$ cat src/rtl/rx_pkg.sv
// Shared types for the serial receiver.
// Assumes: the character width code is two bits and means 5 + code bits.
package rx_pkg;

    typedef enum logic [2:0] {
        ST_IDLE,
        ST_START,
        ST_DATA,
        ST_PAR,
        ST_STOP,
        ST_HOLD
    } rx_state_e;

    typedef struct packed {
        logic perr;
        logic ferr;
        logic brk;
    } rx_tags_t;

    // Number of data bits selected by a width code.
    function automatic logic [3:0] char_bits(input logic [1:0] code);
        return 4'd5 + {2'b00, code};
    endfunction

endpackage

$ cat src/rtl/rx_parity.sv
// Parity checker for one received character.
// Assumes: data bits above the active width are already zero.
module rx_parity #(
    parameter int DW = 8
) (
    input  logic [DW-1:0] data_i,
    input  logic          pbit_i,
    input  logic          odd_i,
    output logic          fail_o
);

    // Even parity fails on an odd total count; odd parity fails on an even one.
    always_comb fail_o = (^data_i) ^ pbit_i ^ odd_i;

endmodule

$ cat src/rtl/rx_frame.sv
// Bit-level receive engine: start confirmation, data, parity and stop sampling,
// framing resync and break lockout. Emits one registered strobe per frame.
// Assumes: rx_i is synchronous to clk; tick_i pulses OVS times per bit.
module rx_frame
    import rx_pkg::*;
#(
    parameter int DW  = 8,
    parameter int OVS = 16
) (
    input  logic          clk,
    input  logic          rst_n,
    input  logic          rx_i,
    input  logic          tick_i,
    input  logic [1:0]    wlen_i,
    input  logic          par_en_i,
    input  logic          par_odd_i,
    output logic          valid_o,
    output logic [DW-1:0] data_o,
    output rx_tags_t      tags_o
);

    localparam int CW = $clog2(OVS);
    localparam int IW = $clog2(DW);
    localparam logic [CW-1:0] MID  = CW'(OVS / 2 - 1);
    localparam logic [CW-1:0] LAST = CW'(OVS - 1);

    rx_state_e      state;
    logic [CW-1:0]  cnt;
    logic [IW-1:0]  idx;
    logic [IW-1:0]  last_idx;
    logic [DW-1:0]  data_q;
    logic           pbit_q;
    logic           par_fail;
    logic           all_low;
    logic           valid_q;
    logic [DW-1:0]  dout_q;
    rx_tags_t       tags_q;

    rx_parity #(.DW(DW)) u_par (
        .data_i (data_q),
        .pbit_i (pbit_q),
        .odd_i  (par_odd_i),
        .fail_o (par_fail)
    );

    // Index of the final data bit for the selected width.
    always_comb last_idx = IW'(char_bits(wlen_i) - 4'd1);

    // All sampled data and parity levels low (start and stop checked by caller).
    always_comb all_low = (data_q == '0) && (!par_en_i || !pbit_q);

    // Frame state machine, advanced only on oversampling ticks.
    always_ff @(posedge clk) begin
        if (!rst_n) begin
            state   <= ST_IDLE;
            cnt     <= '0;
            idx     <= '0;
            data_q  <= '0;
            pbit_q  <= 1'b0;
            valid_q <= 1'b0;
            dout_q  <= '0;
            tags_q  <= '0;
        end else begin
            valid_q <= 1'b0;
            if (tick_i) begin
                case (state)
                    ST_IDLE: begin
                        if (!rx_i) begin
                            state <= ST_START;
                            cnt   <= '0;
                        end
                    end
                    ST_START: begin
                        if (cnt == MID) begin
                            cnt <= '0;
                            if (!rx_i) begin
                                state  <= ST_DATA;
                                idx    <= '0;
                                data_q <= '0;
                                pbit_q <= 1'b0;
                            end else begin
                                state <= ST_IDLE;
                            end
                        end else begin
                            cnt <= cnt + 1'b1;
                        end
                    end
                    ST_DATA: begin
                        if (cnt == LAST) begin
                            cnt         <= '0;
                            data_q[idx] <= rx_i;
                            if (idx == last_idx) begin
                                state <= par_en_i ? ST_PAR : ST_STOP;
                            end else begin
                                idx <= idx + 1'b1;
                            end
                        end else begin
                            cnt <= cnt + 1'b1;
                        end
                    end
                    ST_PAR: begin
                        if (cnt == LAST) begin
                            cnt    <= '0;
                            pbit_q <= rx_i;
                            state  <= ST_STOP;
                        end else begin
                            cnt <= cnt + 1'b1;
                        end
                    end
                    ST_STOP: begin
                        if (cnt == LAST) begin
                            cnt     <= '0;
                            valid_q <= 1'b1;
                            if (!rx_i && all_low) begin
                                dout_q <= '0;
                                tags_q <= '{perr: 1'b0, ferr: 1'b0, brk: 1'b1};
                                state  <= ST_HOLD;
                            end else if (!rx_i) begin
                                dout_q <= data_q;
                                tags_q <= '{perr: par_en_i & par_fail, ferr: 1'b1, brk: 1'b0};
                                state  <= ST_DATA;
                                idx    <= '0;
                                data_q <= '0;
                                pbit_q <= 1'b0;
                            end else begin
                                dout_q <= data_q;
                                tags_q <= '{perr: par_en_i & par_fail, ferr: 1'b0, brk: 1'b0};
                                state  <= ST_IDLE;
                            end
                        end else begin
                            cnt <= cnt + 1'b1;
                        end
                    end
                    ST_HOLD: begin
                        if (rx_i) state <= ST_IDLE;
                    end
                    default: state <= ST_IDLE;
                endcase
            end
        end
    end

    assign valid_o = valid_q;
    assign data_o  = dout_q;
    assign tags_o  = tags_q;


    valid_pulse_chk: assert property (@(posedge clk) disable iff (!rst_n)
        valid_q |=> !valid_q);


    hold_lock_chk: assert property (@(posedge clk) disable iff (!rst_n)
        (state == ST_HOLD && !rx_i) |=> (state == ST_HOLD && !valid_q));


    brk_clean_chk: assert property (@(posedge clk) disable iff (!rst_n)
        (valid_q && tags_q.brk) |-> (dout_q == '0 && !tags_q.ferr && !tags_q.perr));


    narrow_zero_chk: assert property (@(posedge clk) disable iff (!rst_n)
        (valid_q && wlen_i == 2'b00) |-> ((dout_q >> 5) == '0));


    no_tick_still_chk: assert property (@(posedge clk) disable iff (!rst_n)
        !tick_i |=> ($stable(state) && $stable(cnt)));

endmodule

$ cat src/rtl/rx_status.sv
// Sticky line-status flags over a one-entry receive buffer.
// Assumes: load_i is a one-cycle strobe with tags valid in the same cycle.
module rx_status
    import rx_pkg::*;
(
    input  logic     clk,
    input  logic     rst_n,
    input  logic     load_i,
    input  rx_tags_t tags_i,
    input  logic     rd_i,
    output logic     st_perr_o,
    output logic     st_ferr_o,
    output logic     st_brk_o,
    output logic     st_errbuf_o
);

    logic bad_load;

    // Any error tag on the character entering the buffer.
    always_comb bad_load = load_i & (tags_i.perr | tags_i.ferr | tags_i.brk);

    // Flags set on a tagged load and clear on read; setting takes priority.
    always_ff @(posedge clk) begin
        if (!rst_n) begin
            st_perr_o   <= 1'b0;
            st_ferr_o   <= 1'b0;
            st_brk_o    <= 1'b0;
            st_errbuf_o <= 1'b0;
        end else begin
            st_perr_o   <= (st_perr_o   & ~rd_i) | (load_i & tags_i.perr);
            st_ferr_o   <= (st_ferr_o   & ~rd_i) | (load_i & tags_i.ferr);
            st_brk_o    <= (st_brk_o    & ~rd_i) | (load_i & tags_i.brk);
            st_errbuf_o <= (st_errbuf_o & ~rd_i) | bad_load;
        end
    end


    read_clear_chk: assert property (@(posedge clk) disable iff (!rst_n)
        (rd_i && !load_i) |=> (!st_perr_o && !st_ferr_o && !st_brk_o && !st_errbuf_o));


    ferr_set_chk: assert property (@(posedge clk) disable iff (!rst_n)
        (load_i && tags_i.ferr) |=> st_ferr_o);


    errbuf_set_chk: assert property (@(posedge clk) disable iff (!rst_n)
        bad_load |=> st_errbuf_o);

endmodule

$ cat src/rtl/uart_rx_line.sv
// Top level: serial receiver with per-character error tags and sticky status.
// Assumes: DATA_W is 8 so every width code fits; rx_i is already synchronised.
module uart_rx_line
    import rx_pkg::*;
#(
    parameter int DATA_W = 8,
    parameter int OVS    = 16
) (
    input  logic              clk,
    input  logic              rst_n,
    input  logic              rx_i,
    input  logic              tick_i,
    input  logic [1:0]        wlen_i,
    input  logic              par_en_i,
    input  logic              par_odd_i,
    input  logic              stat_rd_i,
    output logic              rx_valid_o,
    output logic [DATA_W-1:0] rx_data_o,
    output logic              perr_tag_o,
    output logic              ferr_tag_o,
    output logic              brk_tag_o,
    output logic              st_perr_o,
    output logic              st_ferr_o,
    output logic              st_brk_o,
    output logic              st_errbuf_o
);

    rx_tags_t tags;
    logic     valid;

    rx_frame #(.DW(DATA_W), .OVS(OVS)) u_frame (
        .clk       (clk),
        .rst_n     (rst_n),
        .rx_i      (rx_i),
        .tick_i    (tick_i),
        .wlen_i    (wlen_i),
        .par_en_i  (par_en_i),
        .par_odd_i (par_odd_i),
        .valid_o   (valid),
        .data_o    (rx_data_o),
        .tags_o    (tags)
    );

    rx_status u_status (
        .clk         (clk),
        .rst_n       (rst_n),
        .load_i      (valid),
        .tags_i      (tags),
        .rd_i        (stat_rd_i),
        .st_perr_o   (st_perr_o),
        .st_ferr_o   (st_ferr_o),
        .st_brk_o    (st_brk_o),
        .st_errbuf_o (st_errbuf_o)
    );

    assign rx_valid_o = valid;
    assign perr_tag_o = tags.perr;
    assign ferr_tag_o = tags.ferr;
    assign brk_tag_o  = tags.brk;

endmodule

$ cat config.mk
export PLATFORM = sky130hd
export DESIGN_NAME = uart_rx_line
export DESIGN_NICKNAME = d
export VERILOG_FILES = /design/src/rtl/rx_pkg.sv /design/src/rtl/rx_parity.sv /design/src/rtl/rx_frame.sv /design/src/rtl/rx_status.sv /design/src/rtl/uart_rx_line.sv
export SDC_FILE = /design/constraint.sdc
export NUM_CORES = 1
export LEC_CHECK = 0
export BUFFER_PORTS_ARGS = -buffer_cell sky130_fd_sc_hd__buf_2
export CELL_PAD_IN_SITES_DETAIL_PLACEMENT = 1
export CELL_PAD_IN_SITES_GLOBAL_PLACEMENT = 1
export CORE_MARGIN = 1.5
export CORE_UTILIZATION = 46
export CTS_CLUSTER_DIAMETER = 80
export DETAILED_ROUTE_END_ITERATION = 10
export HOLD_SLACK_MARGIN = 0.05
export PLACE_DENSITY = 0.91
export SLEW_MARGIN = 5
export SYNTH_ARGS = -nofsm -noshare
export SYNTH_HDL_FRONTEND = slang
export SYNTH_HIERARCHICAL = 1
export SYNTH_SLANG_ARGS = --single-unit
export TNS_END_PERCENT = 5
$ cat constraint.sdc
create_clock -name clk -period 5.3 [get_ports clk]
set_clock_uncertainty 0.05 [all_clocks]
set_input_delay 1.06 -clock clk [delete_from_list [all_inputs] [get_ports clk]]
set_output_delay 1.06 -clock clk [all_outputs]
set_load 0.05 [all_outputs]
Word level (Yosys, flattened, before mapping)
Cells that the tools add are included.
{"block": "classes", "bitwise": 18, "shift": 0, "magnitude_cmp": 2, "n_eq_ne": 17, "n_reduce_logical": 21, "mux": 41, "multipliers": 0, "div_mod_pow": 0, "n_addsub": 4}
{"cell": "$mux 3", "count": 16}
{"cell": "$mux 8", "count": 6}
{"cell": "$pmux 8 s3", "count": 1}
{"cell": "$pmux 3 s6", "count": 1}
{"cell": "$mux 4", "count": 3}
{"cell": "$pmux 4 s3", "count": 1}
{"cell": "$reduce_and 6->1", "count": 2}
{"cell": "$ne 2x1->1 const B", "count": 5}
{"cell": "$and 1x1->1", "count": 9}
{"cell": "$pmux 3 s3", "count": 1}
{"cell": "$reduce_and 3->1", "count": 3}
{"cell": "$reduce_bool 3->1", "count": 3}
{"cell": "$bwmux 8", "count": 1}
{"cell": "$logic_not 8->1", "count": 1}
{"cell": "$ne 2x2->1 const B", "count": 4}
{"cell": "$reduce_and 8->1", "count": 1}
{"cell": "$reduce_xor 8->1", "count": 1}
{"cell": "$mux 1", "count": 7}
{"cell": "$reduce_and 7->1", "count": 1}
{"cell": "$eq 3x2->1 const B", "count": 2}
{"cell": "$eq 3x3->1 const B", "count": 2}
{"cell": "$or 1x1->1", "count": 6}
{"cell": "$add 4x1->4 const B", "count": 1}
{"cell": "$eq 4x3->1 const B", "count": 1}
{"cell": "18 further kinds", "count": 24}
{"block": "word_totals", "latchBits": 0, "ff_bits": 35, "in_bits": 9, "mem_bits_rw": 0, "rom_bits": 0, "out_inout_bits": 16, "word_cells": 117, "memories": 0}

Depth between registers and ports, before layout
Gate-level depths: netlist of the first run.
{"block": "depth", "ltp_word": 7, "depth_mapped": 7, "mapped_depth_nobuf": 6}

Cells and area by module
The synthesis of the first run kept the hierarchy.
{"module": "rx_frame", "seq_area_each_um2": 620.6, "instances": 1, "cells_each": 212, "area_per_inst_um2": 1719.1}
{"module": "rx_status", "seq_area_each_um2": 80.1, "instances": 1, "cells_each": 16, "area_per_inst_um2": 152.6}
{"module": "rx_parity", "seq_area_each_um2": 0.0, "instances": 1, "cells_each": 8, "area_per_inst_um2": 91.3}

Worst setup path after synthesis of the first run
OpenSTA, ideal clock, no wires.
{"block": "synth_timing", "path_kind": "input -> register", "start": "in rx_i", "end": "reg u_frame.data_q[0]", "cell_stages": 6, "path_slack_ps": 2819, "n_path_buf": 2, "setup_time_ps": 119, "arrival_ps": 2312, "required_ps": 5131, "path_cell_list": "buf_2 -> nor4b_2 -> o21ai_2 -> a211o_1 -> buf_6 -> o221a_1"}
{"block": "synth_between", "elab_chain_cells": 4, "elab_cells_between_ends": 11}
{"item": "start: declaration", "line_no": "uart_rx_line.sv:11", "text": "input logic rx_i,"}
{"item": "$mux 8 or $logic_not 1->1 (tied branches)"}
{"item": "$mux 8 or $logic_and 1x1->1 (tied branches)"}
{"item": "$mux 8 or $ne 2x2->1 (tied branches)"}
{"item": "$pmux 8 s3 or $reduce_and 6->1 (tied branches)"}
{"item": "end signal: indexed assignment", "line_no": "rx_frame.sv:91", "text": "data_q[idx] <= rx_i;"}
{"item": "end: declaration", "line_no": "rx_frame.sv:31", "text": "logic [DW-1:0] data_q;"}
Parallel ways exist; a longest one is shown, timed or not. The select of a mux whose other input is x is not followed.
A chain may end at the register's enable or synchronous reset.

Worst setup path in the final report of the first run
{"block": "layout_timing", "start": "in rx_i", "end": "reg u_frame.data_q[6]"}
The elaborated chain is that of the path after synthesis.

==> results of run 1 <==
[power by group through the flow]
stage,clock [mW],sequential (mW),combinational (mW)
3_5_place_dp,0,0.301,0.128
2_1_floorplan,0,0.287,0.123
3_3_place_gp,0,0.301,0.124
6_report,0.216,0.295,0.129
4_1_cts,0.223,0.295,0.129
5_1_grt,0.234,0.298,0.145
[final cells by class]
cell class / count / share of cell area
Multi-Input combinational cell: 182 / 0.531
Sequential cell: 35 / 0.327
Timing Repair Buffer: 24 / 0.0560
Clock buffer: 7 / 0.0450
Tap cell: 50 / 0.0292
Inverter: 5 / 0.00876
Clock inverter: 1 / 0.00350
[routing by layer]
layer  global-route usage  wire (um)
met2                0.391       2360
met1                0.270       2150
met3               0.0428        148
met5                    0          0
met4               0.0775         63
[layout by cell type (no fill, tap or decap), types with 2 or more instances in the layout]
master	Yosys	routed
clkbuf_8	0	7
nand3b_1	2	2
nor4_1	4	4
nand2b_1	5	5
nor3_1	7	7
and3b_1	3	3
o21ai_0	9	9
nor2b_1	2	2
o22ai_1	2	2
nand2_1	37	37
a31oi_1	8	8
xnor2_1	8	8
or3_1	2	2
and3_1	5	5
nor2_1	18	18
inv_1	4	4
a21oi_1	26	26
a21boi_0	3	3
o21ai_1	2	2
o221a_1	3	3
ha_1	2	2
nand4_1	3	3
buf_2	4	24
a211oi_1	2	2
dfxtp_1	35	35
nand3_1	5	5
[worst min-delay path, cell delays in order (launching register included)]
cell and delay (ps):
dfxtp_1 310, nand2_1 50, a21oi_1 50
[cells by family after synthesis]
| logic type | Yosys count | synth area share |
|---|---|---|
| AOI/OAI and AO/OA | 68 | 0.237 |
| and+or+nand+nor | 102 | 0.274 |
| buffers and inverters | 19 | 0.0637 |
| DFF | 35 | 0.357 |
| xor gates and xnor gates | 10 | 0.0555 |
| adders and majority gates | 2 | 0.0127 |
[path summary, 6_finish.rpt]
| path | end | slack [ps] |
|---|---|---|
| worst min-delay path | u_frame/data_o[5]$_SDFFE_PN0P_ | 400 |
| worst max-delay path | u_frame/data_q[6]$_SDFFE_PN0P_ | 2770 |
| worst min register to register | u_frame/data_o[5]$_SDFFE_PN0P_ | 400 |
| worst max register to register | u_frame/data_q[6]$_SDFFE_PN0P_ | 3020 |
[registers in the layout (all words and copies together) (netlist names)]
register and count:
u_frame/cnt 4, u_frame/data_o 8, u_frame/data_q 8, u_frame/idx 3
u_frame/pbit_q 1, u_frame/state 3, u_frame/tags_o 3, u_frame/valid_o 1
u_status/st_brk_o 1, u_status/st_errbuf_o 1, u_status/st_ferr_o 1, u_status/st_perr_o 1
[per-stage QoR]
| stage | util | area [um^2] |
|---|---|---|
| finish | 0.528 | 2140 |
| global route | 0.528 | 2140 |
| CTS | 0.528 | 2140 |
| detailed placement | 0.503 | 2040 |
| global placement | 0.503 | 2040 |
| floorplan | - | 1960 |
[cell usage after synthesis, types with 2 or more instances]
| master | count | area share |
|---|---|---|
| a21oi_1 | 26 | 0.066 |
| ha_1 | 2 | 0.013 |
| inv_1 | 4 | 0.0076 |
| o21ai_1 | 2 | 0.0051 |
| nor2_1 | 18 | 0.034 |
| nor4_1 | 4 | 0.013 |
| xnor2_1 | 8 | 0.036 |
| a211oi_1 | 2 | 0.0076 |
| nor3_1 | 7 | 0.018 |
| and3b_1 | 3 | 0.013 |
| or3_1 | 2 | 0.0064 |
| a31oi_1 | 8 | 0.025 |
| a21boi_0 | 3 | 0.011 |
| nand2b_1 | 5 | 0.016 |
| nor2b_1 | 2 | 0.0064 |
| o22ai_1 | 2 | 0.0064 |
| o21ai_0 | 9 | 0.023 |
| o221a_1 | 3 | 0.017 |
| clkbuf_1 | 3 | 0.0057 |
| buf_6 | 4 | 0.023 |
| nand2_1 | 37 | 0.071 |
| nand4_1 | 3 | 0.0096 |
| buf_2 | 4 | 0.010 |
| and3_1 | 5 | 0.016 |
| nand3b_1 | 2 | 0.0076 |
| nand3_1 | 5 | 0.013 |
| dfxtp_1 | 35 | 0.36 |
==> results.md, run 1 <==
- Sequential cell area fraction in the yosys report: 0.357
- Minimum hold slack: 401 ps
- DR vias: 1812
- Post-Place Setup Slack: around 2500 ps
- Antenna cell count: 0
- Port buffer count: 24
- Leakage: 0.820 nW
- TritonCTS Sinks: 35
- Peak supply drop: about 0.12 mV
- Async S/R FF share, synth: 0
- Post-CTS sizing: 0
- Worst Tran Pin Value: about 640 ps
- Max clock buf depth: 2
- Initial DRC count: 88
- Reg2reg path depth: 5
- Worst setup path class: input port to flip-flop
- Clock Latency Late Sink: 290 ps
- NetSw: between 150 and 200 uW
- # H-tree levels: 2
- Layout Cells excl Fill: between 300 and 400
- Crit-path leading delay family: simple AND/OR/NAND/NOR gates
- Min-delay src: u_frame/data_o[5]$_SDFFE_PN0P_
- Final setup viols: 0
- Instance count of the mapped netlist: 236
- Flop pwr share: 0.461
- CTS tree: built
- Pint: approximately 440 uW
- First-pass GRT wire length: 7890 um
- RePlAce Congestion: 0.790
- Worst setup path start: rx_i
- Gr usage total: 0.223
- Final WS setup: 2770 ps
- Area of the multi-input gates: roughly 1100 um^2
- Critical-path maximum fanout: 12
- CP max stage cell: nor4b_2
- P&R area growth vs syn: 9.18%
- Ordered list of cells on the worst path: buf_2 > nor4b_2 > and4_4 > a211o_1 > nor3_1 > o221a_1
- DRT antenna net count: 0
- DP Wirelength: 3420 um
- Fillers: 513
- Post-detailed-route wirelength per cell: 15.5 um
- I/O pins: 25
- Worst path max stage delay: 380 ps
- Clock buffer count from CTS: 5
- Power per cell area: 299 nW/um^2
- Core area: 4060 um^2
- Hold Crit Depth: 2
- Fmax: 0.396 GHz
- Total gr overflow: 0
- YS warnings: 6
- Vias in the first global route: 1787
- Reg clk slew, reported paths: 80 ps
- Hold Fails Final Rpt: 0
- Sw frac: 0.312
- Initial antenna violation count: 0
- Sum of negative setup slack: 0 ps
- Buf+Inv Stages, Crit Path: 1
- Root buf cell: clkbuf_8
- Top_reg_cell synth: dfxtp_1
- Syn_nets: roughly 250
- Slew margin rel.: 0.574
- Worst Path Required: 5430 ps
- Pwr Total: 640 uW
- Setup crit end kind: flip-flop
- Post-synth EDFFs: 0
- Worst R2R Start: u_frame/state[2]$_SDFFE_PN0P_
- Period minus WS final: 2530 ps
- Netlist Area Pre-Place: approximately 2000 um^2
- DP Cell Count: 296
- Layout cells sized above 1: 0.181
- Synthesized area per cell: between 8 and 9 um^2
- Max Cap Viol: 0
- DIE HEIGHT: 68.3 um
- Drt first pass iters: 4
- Combinational share of power: 0.202
- Hold WC Path Type: flip-flop to flip-flop
- Nets@finish: 264
- Fin crit share: 0.477
- Routed vias/inst: 5.96
- Initial core utilization: 0.484
- Status: finished, final reports clean
- Post-cts hold buffer count: 0
- Std cell rows: 23
- Max-slew violation count: 0
- Routed wire length: 4720 um
- Die ar.: between 4000 and 5000 um^2
- Clock power frac: 0.337
- CP Launch Type: input port
- Unrepaired setup endpoints after global routing: no
- #FFs+latches synth: 35
- Crit path depth: 6
- Largest net degree at the start of global routing: 22
- Setup repair bufs after CTS: 0
- Worst Path Arrival: roughly 2700 ps
- DRC Markers: 0
- Synth unique cells: 55
- Register Area: approximately 700 um^2
- Horiz. Die Dim: 68.3 um
No activity file was read; power rests on OpenSTA's default activity.
==> run 2, diff against run 1 <==
ABC_AREA = 1   (was unset)
CORE_UTILIZATION = 40   (was 46)
PLACE_DENSITY = 0.86   (was 0.91)
clock period = 2.55 ns   (was 5.3 ns; I/O delays follow)
==> run 2 against run 1 <==
Compared with the run above: cell area rose by 11%; first-iteration DRC count down 8.0%; combinational power is 9% higher; die area is 22% higher; synthesized area grew 7.3%; wire length is 17% higher; synthesized cell count is 44% higher; flip-flop and latch count unchanged; sequential share of layout area shrank 3.2 points; hold slack improved by 13 ps; core utilization down 6.4 points; non-clock buffer count increased by 1.
==> results.md, run 2 <==
- Layout cells sized above 1: 0.146
- P&R area growth vs syn: 12.6%
- Buf+Inv Stages, Crit Path: 0
- Crit-path leading delay family: simple AND/OR/NAND/NOR gates
- Initial core utilization: 0.413
- Fmax: approximately 0.53 GHz
- Yosys top cell area share: 0.333
- YS warnings: 6
- Max Cap Viol: 0
- Synthesized area per cell: 6.18 um^2
- DRC Markers: 0
- Top_reg_cell synth: dfxtp_1
- CTS tree: built
- Worst Path Required: 2730 ps
- CP max stage cell: dfxtp_1
- Core area: 5110 um^2
- Max-slew violation count: 0
- Post-cts hold buffer count: 0
- Period minus WS final: 1880 ps
- Initial antenna violation count: 0
- Horiz. Die Dim: 75.6 um
- Routed vias/inst: 4.93
- DRT antenna net count: 0
- Netlist Area Pre-Place: about 2100 um^2
- Largest net degree at the start of global routing: 28
- Post-detailed-route wirelength per cell: 12.8 um
- Vias in the first global route: 2170
- DR vias: roughly 2100
- #FFs+latches synth: 35
- Antenna cell count: 0
- Worst setup path class: flip-flop to flip-flop
- Root buf cell: clkbuf_8
- Worst path max stage delay: 340 ps
- Final WS setup: 674 ps
- DIE HEIGHT: ~76 um
- Hold WC Path Type: flip-flop to flip-flop
- Unrepaired setup endpoints after global routing: no
- Commonest cells post-synth: nand2_1, nor2_1, inv_1
- Reg clk slew, reported paths: 70 ps
- Port buffer count: 24
- Pwr Total: 1.19 mW
- CP Launch Type: flip-flop
- Post-synth EDFFs: 0
- Setup repair bufs after CTS: 0
- Final setup viols: 0
- Setup crit end kind: flip-flop
- Sum of negative setup slack: 0 ps
- R2R setup slack: between 600 and 700 ps
- Power per cell area: 501 nW/um^2
- Worst Tran Pin Value: 482 ps
- Clock Latency Late Sink: 280 ps
- Status: finished, final reports clean
- Most common cell in the netlist: nand2_1
- Peak supply drop: 0.272 mV
- Slew margin rel.: 0.678
- Die ar.: 5710 um^2
- First-pass GRT wire length: 9510 um
- Async S/R FF share, synth: 0
- Sequential cell area fraction in the yosys report: 0.333
- RePlAce Congestion: 0.828
- Max clock buf depth: 2
- Routed wire length: 5540 um
- Drt first pass iters: 4
- Initial DRC count: 81
- Min-delay src: u_status/st_ferr_o$_SDFF_PN0_
- Top post-synthesis cells by area: dfxtp_1, nand2_1, nor2_1, inv_1, nand3_1
- Total gr overflow: 0
- Std cell rows: 26
- Synth unique cells: 26
- TritonCTS Sinks: 35
- Worst setup path start: u_frame/cnt[0]$_SDFFE_PN0P_
- Critical-path maximum fanout: 17
- I/O pins: 25
- Worst Path Arrival: 2050 ps
- Ordered list of cells on the worst path: ha_1 > nand3_2 > nand3_1 > nand2_1 > nor2_2 > nand3_4 > nor2_1 > nor2_1 > nor2_1
- Gr usage total: 0.218
- # H-tree levels: 2
- DP Wirelength: 4130 um
- Synth area leader: dfxtp_1
- Syn_nets: 352
- Fin crit share: 0.736
- Post-Place Setup Slack: 606 ps
- Instance count of the mapped netlist: 341
- Commonest cells after routing, fill and taps aside: nand2_1, nor2_1, inv_1, dfxtp_1, nand3_1
- Clock buffer count from CTS: 5
- CP most frequent cell: nor2_1
- Hold Fails Final Rpt: 0
- Nets@finish: 375
- Worst R2R Start: u_frame/cnt[0]$_SDFFE_PN0P_
- Leakage: between 1 and 1.5 nW
- Post-CTS sizing: 0
- Commonest non-fill, non-tap cell in the layout: nand2_1
==> run 2: cell types whose count changed after synthesis, sizes merged, moves of 4 or more <==
cell    previous run  this run
xnor2              9         3
inv                5        51
and3               5         0
buf               10         5
a31oi              8         0
o21ai             12        21
nor2              19        59
a21oi             27        23
nor4               4         0
nand2             37        88
nand2b             5         0
nand3              5        34
==> run 2: report_power, final <==
part	internal (mW)	switching, mW
combinational	0.0451	0.0963
sequential	0.554	0.0129
clock	0.287	0.194
==> run 2: metal layers <==
metal	vias up	wire length [um]	GRT usage
li1	1110	-	-
met1	983	2560	0.261
met2	39	2740	0.394
met3	8	170	0.0357
met4	0	72	0.0774
met5	-	0	0
==> run 2: final cells by class <==
cell class	instances	area, um^2
Multi-Input combinational cell	245	1160
Tap cell	70	87.6
Clock inverter	1	30.0
Timing Repair Buffer	25	128
Sequential cell	35	701
Clock buffer	6	72.6
Inverter	52	195
Fill cell	725	2740
==> run 2: final timing paths <==
path | endpoint | cells after the start
worst max-delay path | u_frame/idx[0]$_SDFFE_PN0P_ | 9
worst min-delay path | u_status/st_ferr_o$_SDFF_PN0_ | 2
worst max register to register | u_frame/idx[0]$_SDFFE_PN0P_ | 9
worst min register to register | u_status/st_ferr_o$_SDFF_PN0_ | 2
==> run 2: cell families (layout without fill, tap and decap cells) <==
group	after synthesis	after routing	share of synthesized area
fa+ha+maj	2	2	0.0119
flops	35	35	0.333
buf+inv	61	84	0.118
xor+xnor	5	5	0.0208
simple gates	191	191	0.403
compound gates	47	47	0.115
==> run 2: metrics by stage <==
stage               std cells   util  instance area (um^2)  hold slack [ps]
floorplan                 341      -                  2110              397
global placement          427  0.444                  2270              398
detailed placement        427  0.444                  2270              407
CTS                       434  0.464                  2370              418
global route              434  0.464                  2370              443
finish                    434  0.464                  2370              414
==> run 2: worst register-to-register path: stages, from the launching register on <==
cell	delay [ps]
dfxtp_1	340
ha_1	260
nand3_2	160
nand3_1	140
nand2_1	90
nor2_2	150
nand3_4	210
nor2_1	250
nor2_1	70
nor2_1	100
